$ cat src/rtl/loop_seq_pkg.sv
package loop_seq_pkg;
  typedef enum logic [1:0] {
    PH_IDLE = 2'd0,
    PH_BODY = 2'd1,
    PH_CMP  = 2'd2,
    PH_OUT  = 2'd3
  } phase_t;

  typedef enum logic [1:0] {
    CNT_HOLD  = 2'd0,
    CNT_CLEAR = 2'd1,
    CNT_INC   = 2'd2
  } cnt_op_t;
endpackage

$ cat src/rtl/sync_chain.sv
module sync_chain #(
  parameter int STAGES = 2
) (
  input  logic clk,
  input  logic rst,
  input  logic d,
  output logic q
);
  logic [STAGES-1:0] shreg;

  always_ff @(posedge clk or posedge rst) begin
    if (rst) shreg <= '0;
    else     shreg <= {shreg[STAGES-2:0], d};
  end

  assign q = shreg[STAGES-1];
endmodule

$ cat src/rtl/iter_counter.sv
module iter_counter
  import loop_seq_pkg::*;
#(
  parameter int CNT_W = 20
) (
  input  logic             clk,
  input  logic             rst,
  input  cnt_op_t          op,
  input  logic [CNT_W-1:0] load_val,
  output logic             match
);
  logic [CNT_W-1:0] limit_q;
  logic [CNT_W-1:0] pass_q;
  logic [CNT_W-1:0] pass_d;
  logic [CNT_W-1:0] limit_d;

  // Zero count means one pass.
  function automatic logic [CNT_W-1:0] eff_limit(input logic [CNT_W-1:0] c);
    return (c == '0) ? CNT_W'(1) : c;
  endfunction

  always_comb begin
    pass_d  = pass_q;
    limit_d = limit_q;
    case (op)
      CNT_CLEAR: begin
        pass_d  = '0;
        limit_d = load_val;
      end
      CNT_INC:  pass_d = pass_q + CNT_W'(1);
      default:  pass_d = pass_q;
    endcase
  end

  always_ff @(posedge clk or posedge rst) begin
    if (rst) begin
      pass_q  <= '0;
      limit_q <= '0;
    end else begin
      pass_q  <= pass_d;
      limit_q <= limit_d;
    end
  end

  assign match = (pass_q == eff_limit(limit_q));

  assert_hold_stable_R7: assert property (@(posedge clk) disable iff (rst)
    (op == CNT_HOLD) |=> ($stable(pass_q) && $stable(limit_q)));

  assert_inc_by_one_R4: assert property (@(posedge clk) disable iff (rst)
    (op == CNT_INC) |=> (pass_q == $past(pass_q) + CNT_W'(1)));

  assert_clear_zero_R4: assert property (@(posedge clk) disable iff (rst)
    (op == CNT_CLEAR) |=> (pass_q == '0));
endmodule

$ cat src/rtl/loop_fsm.sv
module loop_fsm
  import loop_seq_pkg::*;
#(
  parameter int BODY_STATES = 9
) (
  input  logic                   clk,
  input  logic                   rst,
  input  logic                   start,
  input  logic                   match,
  output cnt_op_t                cnt_op,
  output logic                   busy,
  output logic                   done,
  output logic [BODY_STATES-1:0] body_step
);
  localparam int IDX_W = (BODY_STATES > 1) ? $clog2(BODY_STATES) : 1;
  localparam logic [IDX_W-1:0] LAST = IDX_W'(BODY_STATES - 1);

  phase_t           phase_q, phase_d;
  logic [IDX_W-1:0] idx_q, idx_d;

  always_comb begin
    phase_d = PH_IDLE;
    idx_d   = '0;
    cnt_op  = CNT_HOLD;
    case (phase_q)
      PH_IDLE: begin
        if (start) begin
          phase_d = PH_BODY;
          cnt_op  = CNT_CLEAR;
        end
      end
      PH_BODY: begin
        if (idx_q == LAST) begin
          phase_d = PH_CMP;
          cnt_op  = CNT_INC;
        end else if (idx_q < LAST) begin
          phase_d = PH_BODY;
          idx_d   = idx_q + IDX_W'(1);
        end else begin
          phase_d = PH_IDLE;
        end
      end
      PH_CMP:  phase_d = match ? PH_OUT : PH_BODY;
      PH_OUT:  phase_d = PH_IDLE;
      default: phase_d = PH_IDLE;
    endcase
  end

  always_ff @(posedge clk or posedge rst) begin
    if (rst) begin
      phase_q <= PH_IDLE;
      idx_q   <= '0;
    end else begin
      phase_q <= phase_d;
      idx_q   <= idx_d;
    end
  end

  assign busy = (phase_q != PH_IDLE);
  assign done = (phase_q == PH_OUT);

  for (genvar i = 0; i < BODY_STATES; i++) begin : g_step
    assign body_step[i] = (phase_q == PH_BODY) && (idx_q == IDX_W'(i));
  end

  assert_last_to_cmp_R3: assert property (@(posedge clk) disable iff (rst)
    (phase_q == PH_BODY && idx_q == LAST) |=> (phase_q == PH_CMP));

  assert_out_to_idle_R6: assert property (@(posedge clk) disable iff (rst)
    (phase_q == PH_OUT) |=> (phase_q == PH_IDLE && !done));

  assert_busy_ignores_start_R8: assert property (@(posedge clk) disable iff (rst)
    (phase_q == PH_BODY && idx_q != '0) |-> $stable(cnt_op == CNT_CLEAR));
endmodule

$ cat src/rtl/loop_sequencer.sv
module loop_sequencer
  import loop_seq_pkg::*;
#(
  parameter int WORD_W      = 36,
  parameter int CNT_W       = 20,
  parameter int BODY_STATES = 9,
  parameter int SYNC_STAGES = 2
) (
  input  logic                   clk,
  input  logic                   rst,
  input  logic                   sync_in,
  input  logic [WORD_W-1:0]      cmd_word,
  output logic                   busy,
  output logic                   done,
  output logic [BODY_STATES-1:0] body_step
);
  logic    start_seen;
  logic    count_match;
  cnt_op_t count_op;

  sync_chain #(.STAGES(SYNC_STAGES)) u_sync (
    .clk (clk),
    .rst (rst),
    .d   (sync_in),
    .q   (start_seen)
  );

  iter_counter #(.CNT_W(CNT_W)) u_count (
    .clk      (clk),
    .rst      (rst),
    .op       (count_op),
    .load_val (cmd_word[CNT_W-1:0]),
    .match    (count_match)
  );

  loop_fsm #(.BODY_STATES(BODY_STATES)) u_fsm (
    .clk       (clk),
    .rst       (rst),
    .start     (start_seen),
    .match     (count_match),
    .cnt_op    (count_op),
    .busy      (busy),
    .done      (done),
    .body_step (body_step)
  );

  assert_step_onehot_R3: assert property (@(posedge clk) disable iff (rst)
    $onehot0(body_step));

  assert_start_from_sync_R2: assert property (@(posedge clk) disable iff (rst)
    $rose(busy) |-> $past(start_seen));

  assert_done_quiet_R6: assert property (@(posedge clk) disable iff (rst)
    done |-> (body_step == '0 && busy));
endmodule

$ cat config.mk
export PLATFORM = sky130hd
export DESIGN_NAME = loop_sequencer
export DESIGN_NICKNAME = d
export VERILOG_FILES = /design/src/rtl/loop_seq_pkg.sv /design/src/rtl/sync_chain.sv /design/src/rtl/iter_counter.sv /design/src/rtl/loop_fsm.sv /design/src/rtl/loop_sequencer.sv
export SDC_FILE = /design/constraint.sdc
export NUM_CORES = 1
export LEC_CHECK = 0
export ABC_AREA = 0
export BUFFER_PORTS_ARGS = -buffer_cell sky130_fd_sc_hd__buf_4
export CAP_MARGIN = 10
export CORE_MARGIN = 3
export CORE_UTILIZATION = 55
export CTS_BUF_LIST = sky130_fd_sc_hd__clkbuf_4
export CTS_CLUSTER_DIAMETER = 40
export CTS_CLUSTER_SIZE = 8
export DETAILED_ROUTE_END_ITERATION = 7
export PLACE_DENSITY = 0.8
export SLEW_MARGIN = 20
export SYNTH_ARGS = -nofsm -noshare
export SYNTH_HDL_FRONTEND = slang
export SYNTH_HIERARCHICAL = 1
export SYNTH_SLANG_ARGS = --single-unit
$ cat constraint.sdc
create_clock -name clk -period 5.25 [get_ports clk]
set_input_delay 0.2625 -clock clk [delete_from_list [all_inputs] [get_ports clk]]
set_output_delay 0.2625 -clock clk [all_outputs]
set_load 0.05 [all_outputs]
* Word-level counts from Yosys, hierarchy flattened
Cells that the tools add are included.
** Storage, ports and cells
- Output and inout port bits :: 11
- Bits in writable memories :: 0
- Bits in read-only memories :: 0
- Logic and storage cells :: 48
- Bits of input ports :: 39
- Register bits :: 48
- Memories :: 0
- Latch bits :: 0
** Operators by class
- Mux-type cells :: 12
- Shift operators :: 0
- Bitwise gates (word level) :: 0
- Add/sub/neg operators :: 2
- Reduce and logical (&&, ||, !) cells :: 14
- Order comparisons :: 1
- Div/mod/pow operators :: 0
- Eq/ne operators :: 14
- $mul :: 0
** Operator list (count)
- one-hot mux 20 bit (2 select lines) :: 1
- adder 20 x 1 -> 20 bit, second input constant :: 1
- equality test 20 bit :: 1
- logical NOT 20 bit :: 1
- 2-to-1 mux 20 bit :: 1
- equality test 4 x 3 -> 1 bit, second input constant :: 4
- 2-to-1 mux 4 bit :: 3
- logical AND 1 bit :: 9
- equality test 4 x 2 -> 1 bit, second input constant :: 2
- one-hot mux 2 bit (4 select lines) :: 1
- equality test 2 bit, second input constant :: 3
- 2-to-1 mux 2 bit :: 3
- adder 4 x 1 -> 4 bit, second input constant :: 1
- equality test 2 x 1 -> 1 bit, second input constant :: 2
- equality test 4 x 1 -> 1 bit, second input constant :: 1
- equality test 4 bit, second input constant :: 1
- logical NOT 4 bit :: 1
- less-than comparator 4 bit, second input constant :: 1
- one-hot mux 2 bit (2 select lines) :: 1
- nonzero test 2 bit :: 2
- logical NOT 2 bit :: 1
- 2-to-1 mux 1 bit :: 2

* Depth between registers and ports, before layout
Gate-level depths: netlist of the first run.
- Depth in word-level cells :: 5
- Depth in mapped cells :: 10
- Depth with buffers taken out :: 9

* Cells and area by module
The synthesis of the first run kept the hierarchy.
** By module, submodules not included
- iter_counter :: cells an instance 194, instances 1, seq. area each 1001.0 µm², area each 2123.3 µm²
- loop_fsm :: cells an instance 46, instances 1, seq. area each 150.1 µm², area each 391.6 µm²
- sync_chain :: cells an instance 3, instances 1, seq. area each 50.0 µm², area each 53.8 µm²

* Least setup slack after synthesis of the first run
No wires, ideal clock.
- Path kind :: register -> register
- From :: reg u_fsm.phase_q[0]
- To :: reg u_count.pass_q[16]
- Cell stages (with the launch flop) :: 10
- Setup time :: 0.077 ns
- Slack :: 2.501 ns
- Data required time :: 5.173 ns
- Clock period less this slack :: 2.749 ns
- Arrival :: 2.672 ns
- Buffers on the path :: 1
- Cells stage by stage :: dfrtp_1 > or2_2 > nor2_1 > inv_1 > ha_1 > buf_2 > nand3b_4 > or3_1 > or4_1 > a21oi_1
** Between the ends
- Word-level cells in the longest chain between the ends :: 4
- Elaborated cells on any way between the ends :: 7
- Those cells by class :: eq/ne (3); mux (2); reduce/logical (2)
** RTL lines
- start: declaration :: RTL line loop_fsm.sv:18 : phase_t phase_q, phase_d;
- start signal: assignment :: RTL line loop_fsm.sv:54 : phase_q <= phase_d;
- equality test 2 x 1 -> 1 bit / logical NOT 2 bit (equally long branches) :: RTL line loop_fsm.sv:25 : case (phase_q)
- one-hot mux 2 bit (2 select lines) (*) :: RTL line loop_fsm.sv:25
- named net count_op[0] :: RTL line loop_sequencer.sv:19 : cnt_op_t count_op;
- equality test 2 bit / equality test 2 x 1 -> 1 bit (equally long branches) :: RTL line iter_counter.sv:25 : case (op)
- one-hot mux 20 bit (2 select lines) / nonzero test 2 bit (equally long branches)
- end signal: assignment :: RTL line iter_counter.sv:40 : pass_q <= pass_d;
- end: declaration :: RTL line iter_counter.sv:13 : logic [CNT_W-1:0] pass_q;
Mark *: on every way through the listed nets, which the timed path passes. The rest lies on a longest branch.
A chain may end at the register's enable or synchronous reset.

* Worst setup path in the final report of the first run
- From :: reg u_fsm.phase_q[0]
- To :: reg u_count.pass_q[19]
Same word-level chain as after synthesis.

==> impl_metrics.xml, run 1 <==
<?xml version="1.0" encoding="UTF-8"?>
<metrics>
  <group name="status">
    <metric name="outcome" unit="">finished clean</metric>
  </group>
  <group name="clocking">
    <metric name="clockBufferDepth" unit="">2</metric>
    <metric name="numCtsBuffers" unit="">5</metric>
    <metric name="cts_resized" unit="">0</metric>
    <metric name="post_cts_buffers" unit="">0</metric>
    <metric name="count_of_hold_fix_buffers_inserted_at_cts" unit="">2</metric>
    <metric name="clk_pin_slew_worst_paths" unit="ns">0.14</metric>
    <metric name="insertion_delay" unit="ns">0.37</metric>
    <metric name="cts.sinks" unit="">48</metric>
    <metric name="cts_tree" unit="">done</metric>
    <metric name="root_buffer_cell" unit="">sky130_fd_sc_hd__clkbuf_4</metric>
    <metric name="clock_tree.htree_level_count" unit="">2</metric>
  </group>
  <group name="route">
    <metric name="routed_wire_length_per_instance" unit="um">14.9</metric>
    <metric name="drt_wl_total" unit="mm">4.92</metric>
    <metric name="detail_route.iter0.violations" unit="">107</metric>
    <metric name="post-route-drc-count" unit="">0</metric>
    <metric name="vias" unit="">1912</metric>
    <metric name="route.detailed.vias_per_inst" unit="">5.78</metric>
    <metric name="antenna_left" unit="">0</metric>
    <metric name="length_of_the_first_detailed_routing_pass_in_iterations" unit="">4</metric>
  </group>
  <group name="critical_path">
    <metric name="critPathRequiredTime" unit="ns">5.56</metric>
    <metric name="worstPathCellList" unit="">or3b_1, nor2_1, ha_1, and4b_1, nand4_2, or4_1, a21oi_1</metric>
    <metric name="cp_data_arrival_time" unit="ns">3.26</metric>
    <metric name="startpoint_type" unit="">flip-flop</metric>
    <metric name="reg2reg_setup_slack" unit="ns">2.29</metric>
    <metric name="critPathMaxFanout" unit="">11</metric>
    <metric name="critical_path.n_buffers_inverters" unit="">0</metric>
    <metric name="critical_path_class" unit="">flip-flop to flip-flop</metric>
    <metric name="endpoint_kind" unit="">flip-flop</metric>
    <metric name="cpLargestDelayFamily" unit="">simple AND/OR/NAND/NOR gates</metric>
    <metric name="crit_path_top_delay_cell" unit="">sky130_fd_sc_hd__or4_1</metric>
    <metric name="critPathMaxStageDelay" unit="ns">0.58</metric>
  </group>
  <group name="die">
    <metric name="initial_core_util" unit="">0.578</metric>
    <metric name="die_height" unit="um">74.3</metric>
    <metric name="fp-row-count" unit="">24</metric>
    <metric name="core_area" unit="um2">4440</metric>
    <metric name="num_io_pins" unit="">50</metric>
    <metric name="floorplan.die_area" unit="um2">5530</metric>
    <metric name="die_w" unit="um">74.3</metric>
  </group>
  <group name="synth">
    <metric name="synth_area" unit="um2">2570</metric>
    <metric name="synth.yosys.seq_area_share" unit="">0.468</metric>
    <metric name="cells_after_synth" unit="">243</metric>
    <metric name="synth.top_cell.area_share" unit="">0.468</metric>
    <metric name="ys_dominant_reg_cell" unit="">sky130_fd_sc_hd__dfrtp_1</metric>
    <metric name="synth_enable_flop_cells" unit="">0</metric>
    <metric name="postSynthRegisterBits" unit="">48</metric>
    <metric name="yosysTopAreaCell" unit="">sky130_fd_sc_hd__dfrtp_1</metric>
    <metric name="fraction_of_synthesis_flops_using_an_asynchronous_set_or_reset_pin" unit="">1.00</metric>
    <metric name="synth.yosys.warnings" unit="">6</metric>
    <metric name="leading_post_synthesis_cells_by_cell_area" unit="">sky130_fd_sc_hd__dfrtp_1 (47%), sky130_fd_sc_hd__mux2_2 (8.8%), sky130_fd_sc_hd__xor2_1 (5.8%), sky130_fd_sc_hd__ha_1 (3.4%), sky130_fd_sc_hd__xnor2_1 (3.4%)</metric>
    <metric name="synth_area_per_cell" unit="um2">10.6</metric>
    <metric name="synthesized_net_count" unit="">289</metric>
    <metric name="synth_cell_type_count" unit="">42</metric>
  </group>
  <group name="placed_design">
    <metric name="placedInstanceArea" unit="um2">2840</metric>
    <metric name="port-buffer-count" unit="">33</metric>
    <metric name="hpwlAfterDp" unit="mm">3.68</metric>
    <metric name="place_congestion" unit="">0.821</metric>
  </group>
  <group name="sta">
    <metric name="maxClockFrequency" unit="GHz">0.338</metric>
    <metric name="final-hold-violation-count" unit="">0</metric>
    <metric name="worst_slew_pin_slew" unit="ns">0.936</metric>
    <metric name="timing.clock.skew" unit="ns">0.0145</metric>
    <metric name="setup_violations" unit="">0</metric>
    <metric name="grt_setup_unrepaired" unit="">no</metric>
    <metric name="post-route-min-period" unit="ns">2.96</metric>
    <metric name="final_max_slew_viol_count" unit="">0</metric>
    <metric name="min_period_over_period" unit="">0.563</metric>
    <metric name="setup-tns-final" unit="ns">0</metric>
    <metric name="fin_hold_ws" unit="ns">0.122</metric>
    <metric name="worst_slew_margin" unit="">0.374</metric>
  </group>
  <group name="final_layout">
    <metric name="finish.net_count" unit="">324</metric>
    <metric name="fillCellCount" unit="">387</metric>
    <metric name="final_layout_size_suffix_gt1_frac" unit="">0.258</metric>
    <metric name="flow.area_growth_from_synthesis" unit="%">13.6</metric>
    <metric name="antenna_cells" unit="">0</metric>
    <metric name="finish.utilization" unit="">0.657</metric>
    <metric name="post-route-cell-area" unit="um2">2920</metric>
  </group>
  <group name="pwr">
    <metric name="power.sequential.fraction" unit="">0.486</metric>
    <metric name="max-vdd-ir-drop" unit="uV">231</metric>
    <metric name="p_per_area" unit="nW/um2">402</metric>
    <metric name="leakagePower" unit="uW">0.00133</metric>
    <metric name="cellInternalPower" unit="uW">725</metric>
    <metric name="power_frac_clock" unit="">0.147</metric>
    <metric name="power_share_of_the_combinational_group" unit="">0.368</metric>
    <metric name="p_sw" unit="uW">447</metric>
    <metric name="p_sw_frac" unit="">0.381</metric>
  </group>
  <group name="global_route">
    <metric name="global_route_wire_length_before_repair" unit="mm">8.36</metric>
    <metric name="pin_count_of_the_biggest_net_entering_global_routing" unit="">41</metric>
    <metric name="grt_antenna_before_repair" unit="">0</metric>
    <metric name="overflow" unit="">0</metric>
    <metric name="gr-usage-all-layers" unit="">0.197</metric>
    <metric name="first_global_vias" unit="">1933</metric>
  </group>
  <group name="hold_path">
    <metric name="min-delay-path-class" unit="">input port to flip-flop</metric>
  </group>
  <group name="job">
    <metric name="timing.max_cap.violations" unit="">0</metric>
  </group>
</metrics>
[path summary, 6_finish.rpt]
kind                                  startpoint                   to  cells past startpoint
worst max-delay path            u_fsm/phase_q[0]   u_count/pass_q[19]                      7
min in group asynchronous                    rst      u_sync/shreg[1]                      3
max in group asynchronous                    rst   u_count/limit_q[9]                      4
worst min-delay path                cmd_word[11]  u_count/limit_q[11]                      2
worst max register to register  u_fsm/phase_q[0]   u_count/pass_q[19]                      7
worst min register to register   u_sync/shreg[0]      u_sync/shreg[1]                      0
[state kept, by name (all words and copies together) (netlist names)]
name,flops
u_count/pass_q,20
u_count/limit_q,20
u_sync/shreg,2
u_fsm/idx_q,4
u_fsm/phase_q,2
[cell families (layout without fill, tap and decap cells)]
| logic type | Yosys count | after routing | synth area share |
|---|---|---|---|
| mux | 22 | 22 | 0.0955 |
| compound gates | 27 | 27 | 0.0633 |
| xor+xnor | 27 | 27 | 0.0921 |
| simple gates | 92 | 92 | 0.211 |
| flops | 48 | 48 | 0.468 |
| fa+ha+maj | 7 | 7 | 0.0341 |
| buf+inv | 20 | 56 | 0.0360 |
[cells in the final DEF (no fill, tap or decap), types with 2 or more instances in the layout]
cell type / instances
sky130_fd_sc_hd__o21ai_0: 7
sky130_fd_sc_hd__mux2i_1: 2
sky130_fd_sc_hd__nand2_1: 11
sky130_fd_sc_hd__inv_1: 12
sky130_fd_sc_hd__nand3_1: 7
sky130_fd_sc_hd__nand4_1: 5
sky130_fd_sc_hd__a21oi_1: 10
sky130_fd_sc_hd__dlygate4sd3_1: 2
sky130_fd_sc_hd__mux2_2: 20
sky130_fd_sc_hd__nor2b_1: 2
sky130_fd_sc_hd__xor2_1: 17
sky130_fd_sc_hd__or3_1: 4
sky130_fd_sc_hd__dfrtp_1: 48
sky130_fd_sc_hd__buf_4: 34
sky130_fd_sc_hd__o31ai_1: 5
sky130_fd_sc_hd__nor2_1: 22
sky130_fd_sc_hd__nand2b_1: 6
sky130_fd_sc_hd__nor3_1: 2
sky130_fd_sc_hd__or2_2: 2
sky130_fd_sc_hd__ha_1: 7
sky130_fd_sc_hd__nand3b_1: 2
sky130_fd_sc_hd__clkbuf_4: 6
sky130_fd_sc_hd__xnor2_1: 10
sky130_fd_sc_hd__and2_2: 2
sky130_fd_sc_hd__nor4_1: 12
sky130_fd_sc_hd__or4_1: 4
[power groups by stage]
stage / Sequential [uW] / Combinational [uW] / Clock, uW
finish: 569 / 431 / 172
global route: 587 / 472 / 187
CTS: 570 / 437 / 177
detailed placement: 579 / 434 / 0
global placement: 571 / 419 / 0
floorplan: 546 / 346 / 0
[through the flow]
step | cells | power [uW] | worst slack [ns]
after floorplan | 243 | 892 | 2.50
after global placement | 321 | 990 | 2.37
after detailed placement | 321 | 1010 | 2.31
after CTS | 331 | 1180 | 2.27
after global routing | 331 | 1250 | 2.11
final | 331 | 1170 | 2.29
[cell usage after synthesis, drive strengths merged, types with 5 or more instances]
cell / n
dfrtp: 48
nor2: 22
mux2: 20
xor2: 17
inv: 12
nor4: 12
nand2: 11
a21oi: 10
xnor2: 10
nand3: 8
ha: 7
o21ai: 7
nand2b: 6
nand4: 6
o31ai: 5
[cell type report]
cell class / instances / area [um2] / share of cell area
Clock inverter: 2 / 11.3 / 0.00386
Clock buffer: 6 / 45.0 / 0.0154
Tap cell: 52 / 65.1 / 0.0223
Sequential cell: 48 / 1200 / 0.412
Timing Repair Buffer: 36 / 275 / 0.0943
Multi-Input combinational cell: 175 / 1270 / 0.437
Inverter: 12 / 45.0 / 0.0154
[layer usage]
layer,part of all wire,vias up,GRT usage
li1,-,924,-
met3,0.052,6,0.0324
met4,0.011,0,0.0791
met5,0,-,0
met2,0.49,57,0.327
met1,0.45,925,0.261
(Power assumes the default switching activity.)
==> inputs of run 2 (changes only) <==
--- a/config.mk
+++ b/config.mk
@@ -9,12 +9,12 @@
 export BUFFER_PORTS_ARGS = -buffer_cell sky130_fd_sc_hd__buf_4
 export CAP_MARGIN = 10
 export CORE_MARGIN = 3
-export CORE_UTILIZATION = 55
+export CORE_UTILIZATION = 52
 export CTS_BUF_LIST = sky130_fd_sc_hd__clkbuf_4
 export CTS_CLUSTER_DIAMETER = 40
 export CTS_CLUSTER_SIZE = 8
 export DETAILED_ROUTE_END_ITERATION = 7
-export PLACE_DENSITY = 0.8
+export PLACE_DENSITY = 0.79
 export SLEW_MARGIN = 20
 export SYNTH_ARGS = -nofsm -noshare
 export SYNTH_HDL_FRONTEND = slang
==> constraint.sdc (replaced) <==
create_clock -name clk -period 2.6 [get_ports clk]
set_input_delay 0.13 -clock clk [delete_from_list [all_inputs] [get_ports clk]]
set_output_delay 0.13 -clock clk [all_outputs]
set_load 0.05 [all_outputs]
==> impl_metrics.xml, run 2 (synthesized netlist as in run 1, its figures left out) <==
<?xml version="1.0" encoding="UTF-8"?>
<metrics>
  <group name="global_route">
    <metric name="grt_antenna_before_repair" unit="">0</metric>
    <metric name="global_route_wire_length_before_repair" unit="mm">9.74</metric>
    <metric name="overflow" unit="">0</metric>
    <metric name="gr-usage-all-layers" unit="">0.208</metric>
    <metric name="pin_count_of_the_biggest_net_entering_global_routing" unit="">41</metric>
    <metric name="first_global_vias" unit="">2053</metric>
  </group>
  <group name="pwr">
    <metric name="max-vdd-ir-drop" unit="uV">711</metric>
    <metric name="leakagePower" unit="uW">0.00150</metric>
    <metric name="p_per_area" unit="nW/um2">792</metric>
  </group>
  <group name="critical_path">
    <metric name="critPathRequiredTime" unit="ns">2.91</metric>
    <metric name="worst_r2r_startpoint" unit="">u_fsm/phase_q[0]</metric>
    <metric name="critPathMaxFanout" unit="">7</metric>
    <metric name="setup.worst_path.start" unit="">u_fsm/phase_q[0]</metric>
    <metric name="startpoint_type" unit="">flip-flop</metric>
    <metric name="endpoint_kind" unit="">flip-flop</metric>
    <metric name="cp_data_arrival_time" unit="ns">2.77</metric>
    <metric name="critical_path_class" unit="">flip-flop to flip-flop</metric>
  </group>
  <group name="sta">
    <metric name="post-route-min-period" unit="ns">2.46</metric>
    <metric name="worst_slew_margin" unit="">0.662</metric>
    <metric name="final-hold-violation-count" unit="">0</metric>
    <metric name="final_max_slew_viol_count" unit="">0</metric>
    <metric name="worst_slew_pin_slew" unit="ns">0.508</metric>
    <metric name="maxClockFrequency" unit="GHz">0.406</metric>
    <metric name="timing.clock.skew" unit="ns">0.00970</metric>
    <metric name="setup-tns-final" unit="ns">0</metric>
    <metric name="fin_hold_ws" unit="ns">0.0237</metric>
    <metric name="setup_violations" unit="">0</metric>
    <metric name="min_period_over_period" unit="">0.947</metric>
  </group>
  <group name="status">
    <metric name="outcome" unit="">finished clean</metric>
  </group>
  <group name="route">
    <metric name="routed_wire_length_per_instance" unit="um">15.3</metric>
    <metric name="detail_route.iter0.violations" unit="">154</metric>
    <metric name="antenna_left" unit="">0</metric>
    <metric name="post-route-drc-count" unit="">0</metric>
    <metric name="vias" unit="">2041</metric>
    <metric name="length_of_the_first_detailed_routing_pass_in_iterations" unit="">4</metric>
    <metric name="route.detailed.vias_per_inst" unit="">5.44</metric>
    <metric name="drt_wl_total" unit="mm">5.74</metric>
  </group>
  <group name="clocking">
    <metric name="numCtsBuffers" unit="">5</metric>
    <metric name="clk_pin_slew_worst_paths" unit="ns">0.14</metric>
    <metric name="cts_tree" unit="">done</metric>
    <metric name="clock_tree.htree_level_count" unit="">2</metric>
    <metric name="clockBufferDepth" unit="">2</metric>
    <metric name="insertion_delay" unit="ns">0.36</metric>
    <metric name="root_buffer_cell" unit="">sky130_fd_sc_hd__clkbuf_4</metric>
    <metric name="cts.sinks" unit="">48</metric>
  </group>
  <group name="placed_design">
    <metric name="port-buffer-count" unit="">33</metric>
    <metric name="placedInstanceArea" unit="um2">2960</metric>
    <metric name="place.detailed.instances" unit="">345</metric>
    <metric name="hpwlAfterDp" unit="mm">3.90</metric>
    <metric name="place_congestion" unit="">0.863</metric>
  </group>
  <group name="final_layout">
    <metric name="final_layout_size_suffix_gt1_frac" unit="">0.284</metric>
    <metric name="final_common_cell" unit="">sky130_fd_sc_hd__dfrtp_1</metric>
    <metric name="multi_input_area" unit="um2">1290</metric>
    <metric name="finish.utilization" unit="">0.717</metric>
    <metric name="flow.area_growth_from_synthesis" unit="%">27.4</metric>
    <metric name="biggestRegsByFlops" unit="">u_count/limit_q (20), u_count/pass_q (20), u_fsm/idx_q (4)</metric>
    <metric name="layout_common_cells" unit="">sky130_fd_sc_hd__dfrtp_1 (48), sky130_fd_sc_hd__buf_4 (44), sky130_fd_sc_hd__dlygate4sd3_1 (21), sky130_fd_sc_hd__nor2_1 (21), sky130_fd_sc_hd__mux2_2 (20)</metric>
    <metric name="seqCellArea" unit="um2">1200</metric>
    <metric name="antenna_cells" unit="">0</metric>
    <metric name="finish.net_count" unit="">355</metric>
    <metric name="fillCellCount" unit="">324</metric>
    <metric name="stdcell_count" unit="">375</metric>
    <metric name="post-route-cell-area" unit="um2">3270</metric>
  </group>
  <group name="hold_path">
    <metric name="hold_path.startpoint" unit="">cmd_word[4]</metric>
    <metric name="min-delay-path-class" unit="">input port to flip-flop</metric>
  </group>
  <group name="die">
    <metric name="core_area" unit="um2">4560</metric>
    <metric name="die_height" unit="um">76.3</metric>
    <metric name="die_w" unit="um">76.3</metric>
    <metric name="fp-row-count" unit="">24</metric>
    <metric name="floorplan.die_area" unit="um2">5820</metric>
    <metric name="initial_core_util" unit="">0.563</metric>
    <metric name="num_io_pins" unit="">50</metric>
  </group>
  <group name="job">
    <metric name="timing.max_cap.violations" unit="">0</metric>
  </group>
</metrics>
[run 2: repair_timing]
item / 4_1_cts / 5_1_grt
hold endpoints to repair: 68 / 0
hold buffers: 21 / 0
endpoints found under the setup margin: 0 / 6
buffers inserted: 0 / 1
resized for setup: 0 / 4
[run 2: per-layer routing]
metal	up-vias	wire length [um]	GRT usage
met5	-	0	0
met4	0	91	0.0761
met3	8	289	0.0378
met2	56	2800	0.341
met1	994	2560	0.277
li1	983	-	-
[run 2: where the power goes]
group	total [uW]	switching [uW]	internal, uW
clock network	436	235	201
registers	1140	203	939
logic	1010	516	497
[run 2: cell type report]
| cell class | instances | share of cell area |
|---|---|---|
| clock buffers | 5 | 0.0115 |
| flip-flops and latches | 48 | 0.367 |
| clock inverters | 3 | 0.0130 |
| inverters | 12 | 0.0138 |
| well taps | 65 | 0.0248 |
| multi-input cells | 175 | 0.395 |
| repair buffers | 67 | 0.175 |
[run 2: final timing paths]
| check | endpoint | slack (ns) | cells after the start |
|---|---|---|---|
| min in group asynchronous | u_sync/shreg[0] | 0.18 | 3 |
| max | u_count/pass_q[17] | 0.14 | 8 |
| max reg2reg | u_count/pass_q[17] | 0.14 | 8 |
| min | u_count/limit_q[4] | 0.02 | 2 |
| max in group asynchronous | u_count/limit_q[0] | 1.79 | 4 |
| min reg2reg | u_sync/shreg[1] | 0.39 | 0 |
[run 2: critical path: stages, from the launching register on]
cell and delay [ns]:
sky130_fd_sc_hd__dfrtp_1 0.42, sky130_fd_sc_hd__or2_4 0.26, sky130_fd_sc_hd__nor2_1 0.16, sky130_fd_sc_hd__inv_1 0.07, sky130_fd_sc_hd__ha_1 0.32, sky130_fd_sc_hd__and4b_2 0.34, sky130_fd_sc_hd__nand4_4 0.15, sky130_fd_sc_hd__or4_1 0.55
sky130_fd_sc_hd__a21oi_2 0.14
[run 2: through the flow]
stage	worst slack, ns	power [uW]
after global routing	-0.00408	2750
after CTS	0.0733	2580
after global placement	0.132	2090
after floorplan	0.00260	1830
after detailed placement	0.0999	2120
final	0.139	2590
==> inputs of run 3 (changes only) <==
--- a/config.mk
+++ b/config.mk
@@ -9,12 +9,12 @@
 export BUFFER_PORTS_ARGS = -buffer_cell sky130_fd_sc_hd__buf_4
 export CAP_MARGIN = 10
 export CORE_MARGIN = 3
-export CORE_UTILIZATION = 52
+export CORE_UTILIZATION = 55
 export CTS_BUF_LIST = sky130_fd_sc_hd__clkbuf_4
 export CTS_CLUSTER_DIAMETER = 40
 export CTS_CLUSTER_SIZE = 8
 export DETAILED_ROUTE_END_ITERATION = 7
-export PLACE_DENSITY = 0.79
+export PLACE_DENSITY = 0.8
 export SLEW_MARGIN = 20
 export SYNTH_ARGS = -nofsm -noshare
 export SYNTH_HDL_FRONTEND = slang
==> constraint.sdc (replaced) <==
create_clock -name clk -period 2.73 [get_ports clk]
set_input_delay 0.1365 -clock clk [delete_from_list [all_inputs] [get_ports clk]]
set_output_delay 0.1365 -clock clk [all_outputs]
set_load 0.05 [all_outputs]
==> impl_metrics.xml, run 3 (synthesized netlist as in run 1, its figures left out) <==
<?xml version="1.0" encoding="UTF-8"?>
<metrics>
  <group name="final_layout">
    <metric name="finish.net_count" unit="">353</metric>
    <metric name="flow.area_growth_from_synthesis" unit="%">24.9</metric>
    <metric name="final_common_cell" unit="">sky130_fd_sc_hd__dfrtp_1</metric>
    <metric name="antenna_cells" unit="">0</metric>
    <metric name="layout_common_cells" unit="">sky130_fd_sc_hd__dfrtp_1 (46), sky130_fd_sc_hd__buf_4 (44), sky130_fd_sc_hd__dlygate4sd3_1 (21), sky130_fd_sc_hd__nor2_1 (21), sky130_fd_sc_hd__mux2_2 (20)</metric>
    <metric name="biggestRegsByFlops" unit="">u_count/limit_q (20), u_count/pass_q (20), u_fsm/idx_q (4)</metric>
    <metric name="seqCellArea" unit="um2">1200</metric>
    <metric name="fillCellCount" unit="">322</metric>
    <metric name="final_layout_size_suffix_gt1_frac" unit="">0.282</metric>
    <metric name="multi_input_area" unit="um2">1300</metric>
  </group>
  <group name="pwr">
    <metric name="leakagePower" unit="uW">0.00147</metric>
    <metric name="p_per_area" unit="nW/um2">729</metric>
    <metric name="finalPower" unit="uW">2340</metric>
    <metric name="max-vdd-ir-drop" unit="uV">531</metric>
  </group>
  <group name="clocking">
    <metric name="numCtsBuffers" unit="">5</metric>
    <metric name="clock_tree.htree_level_count" unit="">2</metric>
    <metric name="cts_tree" unit="">done</metric>
    <metric name="insertion_delay" unit="ns">0.37</metric>
    <metric name="clockBufferDepth" unit="">2</metric>
    <metric name="clk_pin_slew_worst_paths" unit="ns">0.15</metric>
    <metric name="root_buffer_cell" unit="">sky130_fd_sc_hd__clkbuf_4</metric>
    <metric name="cts.sinks" unit="">48</metric>
  </group>
  <group name="sta">
    <metric name="timing.final.ws_setup" unit="ns">0.113</metric>
    <metric name="min_period_over_period" unit="">0.959</metric>
    <metric name="final-hold-violation-count" unit="">0</metric>
    <metric name="grt_setup_unrepaired" unit="">no</metric>
    <metric name="post-route-min-period" unit="ns">2.62</metric>
    <metric name="setup_violations" unit="">0</metric>
    <metric name="timing.clock.skew" unit="ns">0.0136</metric>
    <metric name="worst_slew_margin" unit="">0.520</metric>
    <metric name="maxClockFrequency" unit="GHz">0.382</metric>
    <metric name="final_max_slew_viol_count" unit="">0</metric>
    <metric name="worst_slew_pin_slew" unit="ns">0.720</metric>
    <metric name="setup-tns-final" unit="ns">0</metric>
  </group>
  <group name="critical_path">
    <metric name="critPathRequiredTime" unit="ns">3.03</metric>
    <metric name="endpoint_kind" unit="">flip-flop</metric>
    <metric name="startpoint_type" unit="">flip-flop</metric>
    <metric name="cp_data_arrival_time" unit="ns">2.91</metric>
    <metric name="crit_path_top_delay_cell" unit="">sky130_fd_sc_hd__or4_1</metric>
    <metric name="worstPathCellList" unit="">or3b_1, nor2_2, ha_4, nand3b_4, or3_1, or4_1, a21oi_1</metric>
    <metric name="critPathMaxFanout" unit="">8</metric>
    <metric name="critical_path_class" unit="">flip-flop to flip-flop</metric>
    <metric name="critPathMaxStageDelay" unit="ns">0.50</metric>
  </group>
  <group name="die">
    <metric name="core_area" unit="um2">4440</metric>
    <metric name="num_io_pins" unit="">50</metric>
    <metric name="die_height" unit="um">74.3</metric>
    <metric name="floorplan.die_area" unit="um2">5530</metric>
    <metric name="fp-row-count" unit="">24</metric>
    <metric name="die_w" unit="um">74.3</metric>
    <metric name="initial_core_util" unit="">0.578</metric>
  </group>
  <group name="global_route">
    <metric name="global_route_wire_length_before_repair" unit="mm">9.07</metric>
    <metric name="pin_count_of_the_biggest_net_entering_global_routing" unit="">24</metric>
    <metric name="gr-usage-all-layers" unit="">0.218</metric>
    <metric name="first_global_vias" unit="">1929</metric>
    <metric name="grt_antenna_before_repair" unit="">0</metric>
    <metric name="overflow" unit="">0</metric>
  </group>
  <group name="route">
    <metric name="antenna_left" unit="">0</metric>
    <metric name="route.detailed.vias_per_inst" unit="">5.59</metric>
    <metric name="post-route-drc-count" unit="">0</metric>
    <metric name="detail_route.iter0.violations" unit="">84</metric>
    <metric name="length_of_the_first_detailed_routing_pass_in_iterations" unit="">4</metric>
    <metric name="routed_wire_length_per_instance" unit="um">15.9</metric>
    <metric name="vias" unit="">2013</metric>
    <metric name="drt_wl_total" unit="mm">5.71</metric>
  </group>
  <group name="placed_design">
    <metric name="port-buffer-count" unit="">33</metric>
    <metric name="place_worst_setup_slack" unit="ns">0.0698</metric>
    <metric name="hpwlAfterDp" unit="mm">3.90</metric>
    <metric name="place_congestion" unit="">0.797</metric>
  </group>
  <group name="job">
    <metric name="timing.max_cap.violations" unit="">0</metric>
  </group>
  <group name="hold_path">
    <metric name="min-delay-path-class" unit="">input port to flip-flop</metric>
  </group>
  <group name="status">
    <metric name="outcome" unit="">finished clean</metric>
  </group>
</metrics>
==> run 3: cell type report <==
| cell class | instances | share of cell area |
|---|---|---|
| Multi-Input combinational cell | 175 | 0.406 |
| Sequential cell | 48 | 0.375 |
| Timing Repair Buffer | 65 | 0.168 |
| Tap cell | 52 | 0.0203 |
| Inverter | 12 | 0.0140 |
| Clock buffer | 5 | 0.0117 |
| Clock inverter | 3 | 0.00429 |
==> run 3: final timing paths <==
check                                      start                 end  slack [ns]  depth (start not counted)
worst max-delay path            u_fsm/phase_q[1]  u_count/pass_q[16]        0.11                          7
worst min-delay path                 cmd_word[7]  u_count/limit_q[7]        0.02                          2
worst max register to register  u_fsm/phase_q[1]  u_count/pass_q[16]        0.11                          7
worst min register to register   u_sync/shreg[0]     u_sync/shreg[1]        0.40                          0
max in group asynchronous                    rst  u_count/pass_q[12]        1.51                          4
min in group asynchronous                    rst     u_sync/shreg[0]        0.17                          3
==> run 3: critical path: cells and delay by family, from the launching register on <==
family,cells,cell delay [ns]
simple gates,5,1.67
flops,1,0.48
fa+ha+maj,1,0.24
compound gates,1,0.15
==> run 3: repair_timing <==
| item | CTS | global route |
|---|---|---|
| endpoints found under the setup margin | 0 | 6 |
| resized for setup | 0 | 6 |
| endpoints found under the hold margin | 40 | 5 |
| setup buffers | 0 | 2 |
| hold buffers | 16 | 5 |
==> run 3: where the power goes <==
group          switching [uW]  total, uW  internal, uW
Combinational             474        926           452
Sequential                192       1090           896
Clock                     229        324          95.1
==> run 3: layer usage <==
metal,vias to the layer above,part of all wire,track usage
li1,982,-,-
met1,966,0.44,0.296
met2,58,0.51,0.356
met3,7,0.039,0.0338
met4,0,0.011,0.0810
met5,-,0,0
==> run 3: metrics by stage <==
stage	utilization	hold slack, ns	cells	instance area, um2
floorplan	-	-0.122	243	2570
global placement	0.653	0.0117	329	2900
detailed placement	0.653	0.0166	329	2900
CTS	0.701	0.000196	353	3120
global route	0.722	0.00419	360	3210
finish	0.722	0.0205	360	3210
